===== src/rtl/slave_arbiter_pkg.sv =====
`timescale 1ns/1ps
package slave_arbiter_pkg;
  typedef enum logic [1:0] {
    XF_IDLE   = 2'b00,
    XF_BUSY   = 2'b01,
    XF_NONSEQ = 2'b10,
    XF_SEQ    = 2'b11
  } xfer_e;
endpackage


===== src/rtl/arb_point_detect.sv =====
`timescale 1ns/1ps
module arb_point_detect
  import slave_arbiter_pkg::*;
(
  input  logic [1:0] xfer_type,
  input  logic       burst_single,
  input  logic       burst_undef,
  input  logic       last_beat,
  input  logic       eob_pred,
  input  logic       slot_hit,
  output logic       active,
  output logic       arb_pt
);
  logic idle_pt, single_pt, end_pt;

  always_comb begin
    active    = (xfer_e'(xfer_type) != XF_IDLE);
    idle_pt   = !active;
    single_pt = active && burst_single;
    end_pt    = active && !burst_single && (burst_undef ? eob_pred : last_beat);
    arb_pt    = idle_pt || single_pt || end_pt || slot_hit;
  end
endmodule


===== src/rtl/slot_counter.sv =====
`timescale 1ns/1ps
module slot_counter #(
  parameter int SLOT_W = 8
) (
  input  logic              clk,
  input  logic              rst_n,
  input  logic              active,
  input  logic              arb_pt,
  input  logic [SLOT_W-1:0] limit,
  output logic [SLOT_W-1:0] count,
  output logic              slot_hit
);
  localparam logic [SLOT_W-1:0] CNT_MAX = '1;

  always_ff @(posedge clk or negedge rst_n) begin
    if (!rst_n)                       count <= '0;
    else if (arb_pt)                  count <= '0;
    else if (active && count != CNT_MAX) count <= count + 1'b1;
  end

  assign slot_hit = (limit != '0) && (count >= limit);
endmodule


===== src/rtl/owner_select.sv =====
`timescale 1ns/1ps
module owner_select #(
  parameter int NUM_M  = 4,
  parameter int PRIO_W = 2,
  parameter int IDX_W  = 2
) (
  input  logic [NUM_M-1:0]        req,
  input  logic [IDX_W-1:0]        owner,
  input  logic                    fixed_mode,
  input  logic [NUM_M*PRIO_W-1:0] prio,
  input  logic [IDX_W-1:0]        def_master,
  output logic [IDX_W-1:0]        next_owner
);
  logic [IDX_W-1:0]  rr_sel, fp_sel;
  logic              rr_hit, fp_hit;
  logic [PRIO_W-1:0] fp_best;

  always_comb begin
    rr_sel = def_master;
    rr_hit = 1'b0;
    for (int k = 1; k <= NUM_M; k++) begin
      if (!rr_hit && req[(int'(owner) + k) % NUM_M]) begin
        rr_hit = 1'b1;
        rr_sel = IDX_W'((int'(owner) + k) % NUM_M);
      end
    end
  end

  always_comb begin
    fp_sel  = def_master;
    fp_hit  = 1'b0;
    fp_best = '0;
    for (int i = 0; i < NUM_M; i++) begin
      if (req[i] && (!fp_hit || prio[i*PRIO_W +: PRIO_W] > fp_best)) begin
        fp_hit  = 1'b1;
        fp_best = prio[i*PRIO_W +: PRIO_W];
        fp_sel  = IDX_W'(i);
      end
    end
  end

  always_comb begin
    if (req == '0)       next_owner = def_master;
    else if (fixed_mode) next_owner = fp_sel;
    else                 next_owner = rr_sel;
  end
endmodule


===== src/rtl/slave_arbiter.sv =====
`timescale 1ns/1ps
module slave_arbiter #(
  parameter int NUM_M  = 4,
  parameter int PRIO_W = 2,
  parameter int SLOT_W = 8,
  localparam int IDX_W = (NUM_M > 1) ? $clog2(NUM_M) : 1
) (
  input  logic                    clk,
  input  logic                    rst_n,
  input  logic [NUM_M-1:0]        req,
  input  logic [1:0]              xfer_type,
  input  logic                    burst_single,
  input  logic                    burst_undef,
  input  logic                    last_beat,
  input  logic                    eob_pred,
  input  logic                    fixed_mode,
  input  logic [NUM_M*PRIO_W-1:0] prio,
  input  logic [IDX_W-1:0]        def_master,
  input  logic [SLOT_W-1:0]       slot_limit,
  output logic [NUM_M-1:0]        grant,
  output logic [IDX_W-1:0]        owner
);
  logic              active, arb_pt, slot_hit;
  logic [SLOT_W-1:0] slot_cnt;
  logic [IDX_W-1:0]  next_owner;
  logic [IDX_W-1:0]  owner_q;
  logic [NUM_M-1:0]  grant_q;

  arb_point_detect u_point (
    .xfer_type    (xfer_type),
    .burst_single (burst_single),
    .burst_undef  (burst_undef),
    .last_beat    (last_beat),
    .eob_pred     (eob_pred),
    .slot_hit     (slot_hit),
    .active       (active),
    .arb_pt       (arb_pt)
  );

  slot_counter #(.SLOT_W(SLOT_W)) u_slot (
    .clk      (clk),
    .rst_n    (rst_n),
    .active   (active),
    .arb_pt   (arb_pt),
    .limit    (slot_limit),
    .count    (slot_cnt),
    .slot_hit (slot_hit)
  );

  owner_select #(.NUM_M(NUM_M), .PRIO_W(PRIO_W), .IDX_W(IDX_W)) u_sel (
    .req        (req),
    .owner      (owner_q),
    .fixed_mode (fixed_mode),
    .prio       (prio),
    .def_master (def_master),
    .next_owner (next_owner)
  );

  always_ff @(posedge clk or negedge rst_n) begin
    if (!rst_n) begin
      owner_q <= '0;
      grant_q <= NUM_M'(1);
    end else if (arb_pt) begin
      owner_q <= next_owner;
      grant_q <= NUM_M'(1) << next_owner;
    end
  end

  assign owner = owner_q;
  assign grant = grant_q;
endmodule


===== config.mk =====
export PLATFORM = sky130hd
export DESIGN_NAME = slave_arbiter
export DESIGN_NICKNAME = d
export VERILOG_FILES = /design/src/rtl/slave_arbiter_pkg.sv /design/src/rtl/arb_point_detect.sv /design/src/rtl/slot_counter.sv /design/src/rtl/owner_select.sv /design/src/rtl/slave_arbiter.sv
export SDC_FILE = /design/constraint.sdc
export NUM_CORES = 1
export LEC_CHECK = 0
export ABC_AREA = 1
export BUFFER_PORTS_ARGS = -buffer_cell sky130_fd_sc_hd__clkbuf_2
export CORE_MARGIN = 2
export CORE_UTILIZATION = 58
export DETAILED_ROUTE_END_ITERATION = 8
export GPL_ROUTABILITY_DRIVEN = 0
export PLACE_DENSITY = 0.87
export SLEW_MARGIN = 20
export SYNTH_ARGS = -nofsm -noshare
export SYNTH_HDL_FRONTEND = slang
export SYNTH_SLANG_ARGS = --single-unit

===== constraint.sdc =====
create_clock -name clk -period 4.5 [get_ports clk]
set_clock_uncertainty 0.1 [all_clocks]
set_input_delay 0.45 -clock clk [delete_from_list [all_inputs] [get_ports clk]]
set_output_delay 0.45 -clock clk [all_outputs]
set_load 0.03 [all_outputs]

==> qor.json <==
{
  "sta": {
    "final_hold_vio_count": 0,
    "postLayoutSetupSlackWorst_ns": 1.02,
    "transition_time_at_the_pin_with_the_least_slew_margin_ns": 0.379,
    "totalNegativeSetupSlack_ns": 0,
    "finalCritPeriodShare_pct": 77.3,
    "slew_violations": 0,
    "setup_viol": 0,
    "timing.final.crit_period_ns": 3.48,
    "fmax_mhz": 288,
    "worst_slew_margin_rel_pct": 74.7,
    "grt_setup_unrepaired": "no"
  },
  "synth": {
    "async_flop_share_pct": 100,
    "yosysWarnings": 0,
    "ys_ff_latch": 14,
    "mappedNetlistNets": 280,
    "synth-seq-area-share_pct": 23.5,
    "number_of_synthesized_flops_with_an_enable_pin": 0,
    "synthCells": 234,
    "syn_area_mm2": 0.00150,
    "post_synth.cell_area_avg_um2": 6.41,
    "ys.flop_type": "dfrtp_1",
    "synth.distinct_cells": 28
  },
  "clock_network": {
    "clk_pin_slew_worst_paths_ns": 0.08,
    "clock_tree_from_tritoncts": "done",
    "cts.repair.resized": 0,
    "clkLatencyLatePin_ns": 0.29,
    "post-cts-setup-buffers": 0,
    "clkSinkCount": 14,
    "clk_root_buffer_cell": "clkbuf_4",
    "htree_levels": 1,
    "cts_inserted_buffers": 3,
    "deepest_clock_path_buffer_count": 2
  },
  "critical_path": {
    "criticalPathCategory": "primary input to register",
    "cpLargestDelayFamily": "simple AND/OR/NAND/NOR gates",
    "path_common_cell": "nand2_1",
    "crit_path_max_incr_delay_ns": 0.29,
    "worstPathArrival_ns": 3.53,
    "crit_path_end_kind": "register",
    "worst_path_max_delay_cell": "ha_1",
    "worstSetupStartpointType": "primary input",
    "path_buf_inv": 4,
    "reg2reg_setup_slack_ns": 2.39,
    "critical_path_required_time_ns": 4.56,
    "crit_fanout": 7
  },
  "global_route": {
    "globalRouteOverflowTotal": 0,
    "antenna_found_initial": 0,
    "grt_pass1_vias": 1305,
    "total_global_routing_track_utilization_pct": 23.6,
    "pin_count_of_the_biggest_net_entering_global_routing": 18,
    "grt_pass1_wl_um": 5240
  },
  "power_and_ir_drop": {
    "vdd.ir_drop.worst_mv": 0.305,
    "power_per_cell_area_mw_per_mm2": 432,
    "cellLeakagePower_nw": 0.998
  },
  "floorplan": {
    "rows": 18,
    "floorplan.initialDensity_pct": 61.1,
    "dieArea_mm2": 0.00301,
    "die_height_um": 54.8,
    "io_pins": 37,
    "core-area_mm2": 0.00245,
    "die_w_um": 54.8
  },
  "routing": {
    "avgRoutedWirePerCell_um": 10.3,
    "detail_route.drc_violations": 0,
    "dr.pass1.iters": 4,
    "initialDrtViolationCount": 40,
    "drtAntennaViolNets": 0,
    "wirelength_um": 3110,
    "route.detailed.vias_per_inst": 5.16,
    "total_number_of_vias": 1557
  },
  "placed_design": {
    "hpwlAfterDp_um": 2540,
    "preCtsSetupSlack_ns": 0.770,
    "buffer_ports.inserted": 36
  },
  "flow_run": {
    "max_cap_violations": 0
  },
  "layout": {
    "utilization_pct": 70.3,
    "drive_gt1_share_pct": 22.8,
    "nNetsFinal": 319,
    "diodes": 0,
    "synthToLayoutAreaGrowth_pct": 15.1
  },
  "hold_path": {
    "holdCritPathClass": "register to register"
  },
  "outcome": {
    "outcome": "finished clean"
  }
}
cell usage after synthesis (all sizes together), types with 2 or more instances:
master	number	area share (%)
xor2	2	1.2
buf	3	1.8
dfrtp	13	22
ha	15	13
inv	36	9.0
o21ai	15	5.3
a21oi	9	3.0
nand4	7	2.9
nor2	16	4.5
nor3	5	1.7
nand2	88	24
nor4	2	0.83
nand3	15	5.7
kinds of logic after synthesis:
family	Yosys count	synth area share [%]
adder cells (fa/ha/maj)	15	12.5
AO/OA/AOI/OAI	27	9.77
AND/OR/NAND/NOR	135	40.9
flip-flops	14	23.5
XOR/XNOR	3	1.75
multiplexers	1	0.751
buffers and inverters	39	10.9
flip-flops by register name, indices dropped and copies added, names as in the netlist:
signal,cells
u_slot.count,8
grant,4
owner,2
routing by layer:
| layer | up-vias | global-route usage (%) | part of all wire (%) |
|---|---|---|---|
| met5 | - | 0 | 0 |
| met2 | 42 | 37.3 | 44 |
| met3 | 3 | 4.10 | 4.8 |
| met1 | 678 | 34.4 | 51 |
| li1 | 834 | - | - |
| met4 | 0 | 2.50 | 0.55 |
report_power, final:
group	leakage [nW]	internal, W	switching (W)
registers	0.185	0.000153	0.0000331
logic	0.798	0.000160	0.000326
clock network	0.0150	0.0000345	0.0000384
total	0.998	0.000348	0.000397
worst paths after layout:
check	startpoint	end	depth (start not counted)
setup reg to reg	owner[0]	grant[1]	13
hold / removal	grant[2]	grant[2]	2
setup / recovery	req[0]	grant[1]	28
min in group asynchronous	rst_n	u_slot.count[6]	2
hold reg to reg	grant[2]	grant[2]	2
max in group asynchronous	rst_n	grant[0]	2
layout by cell type, fill, tap and decap left out, types with 7 or more instances in the layout:
cell type	count
nand2_2	14
nand2_1	74
nor2_1	15
dfrtp_1	13
ha_1	15
nand4_1	7
inv_1	34
o21ai_0	11
nand3_1	13
a21oi_1	9
clkbuf_2	36
cell type report:
class,instances,area [µm²]
flip-flops and latches,14,352
inverters,36,135
fillers,210,729
clock buffers,4,26.3
well taps,30,37.5
repair buffers,37,190
multi-input cells,181,985
per-stage QoR:
| stage | total power [W] | hold slack, ns | std cells | instance area (µm²) |
|---|---|---|---|---|
| floorplan | 0.000584 | 0.0544 | 234 | 1500 |
| global placement | 0.000665 | 0.266 | 297 | 1690 |
| detailed placement | 0.000671 | 0.269 | 297 | 1690 |
| CTS | 0.000747 | 0.400 | 302 | 1730 |
| global route | 0.000823 | 0.412 | 302 | 1730 |
| finish | 0.000745 | 0.394 | 302 | 1730 |
worst reg2reg max path: stages, from the launching register on:
cell and delay [ns]:
dfrtp_1 0.58, inv_2 0.19, nand2_1 0.09, nand2_1 0.11, nand2_2 0.14, nand2_2 0.08, nor2_4 0.14, nand2_1 0.09
nand2_1 0.07, nand3_1 0.06, nand2_1 0.10, nand2_2 0.07, nand2_1 0.09, o21bai_1 0.09
repair_timing:
| action | 4_1_cts | 5_1_grt |
|---|---|---|
| endpoints found under the hold margin | 13 | 0 |
| hold buffers | 1 | 0 |
| setup endpoints to repair | 0 | 0 |
No activity file was read; power rests on OpenSTA's default activity.
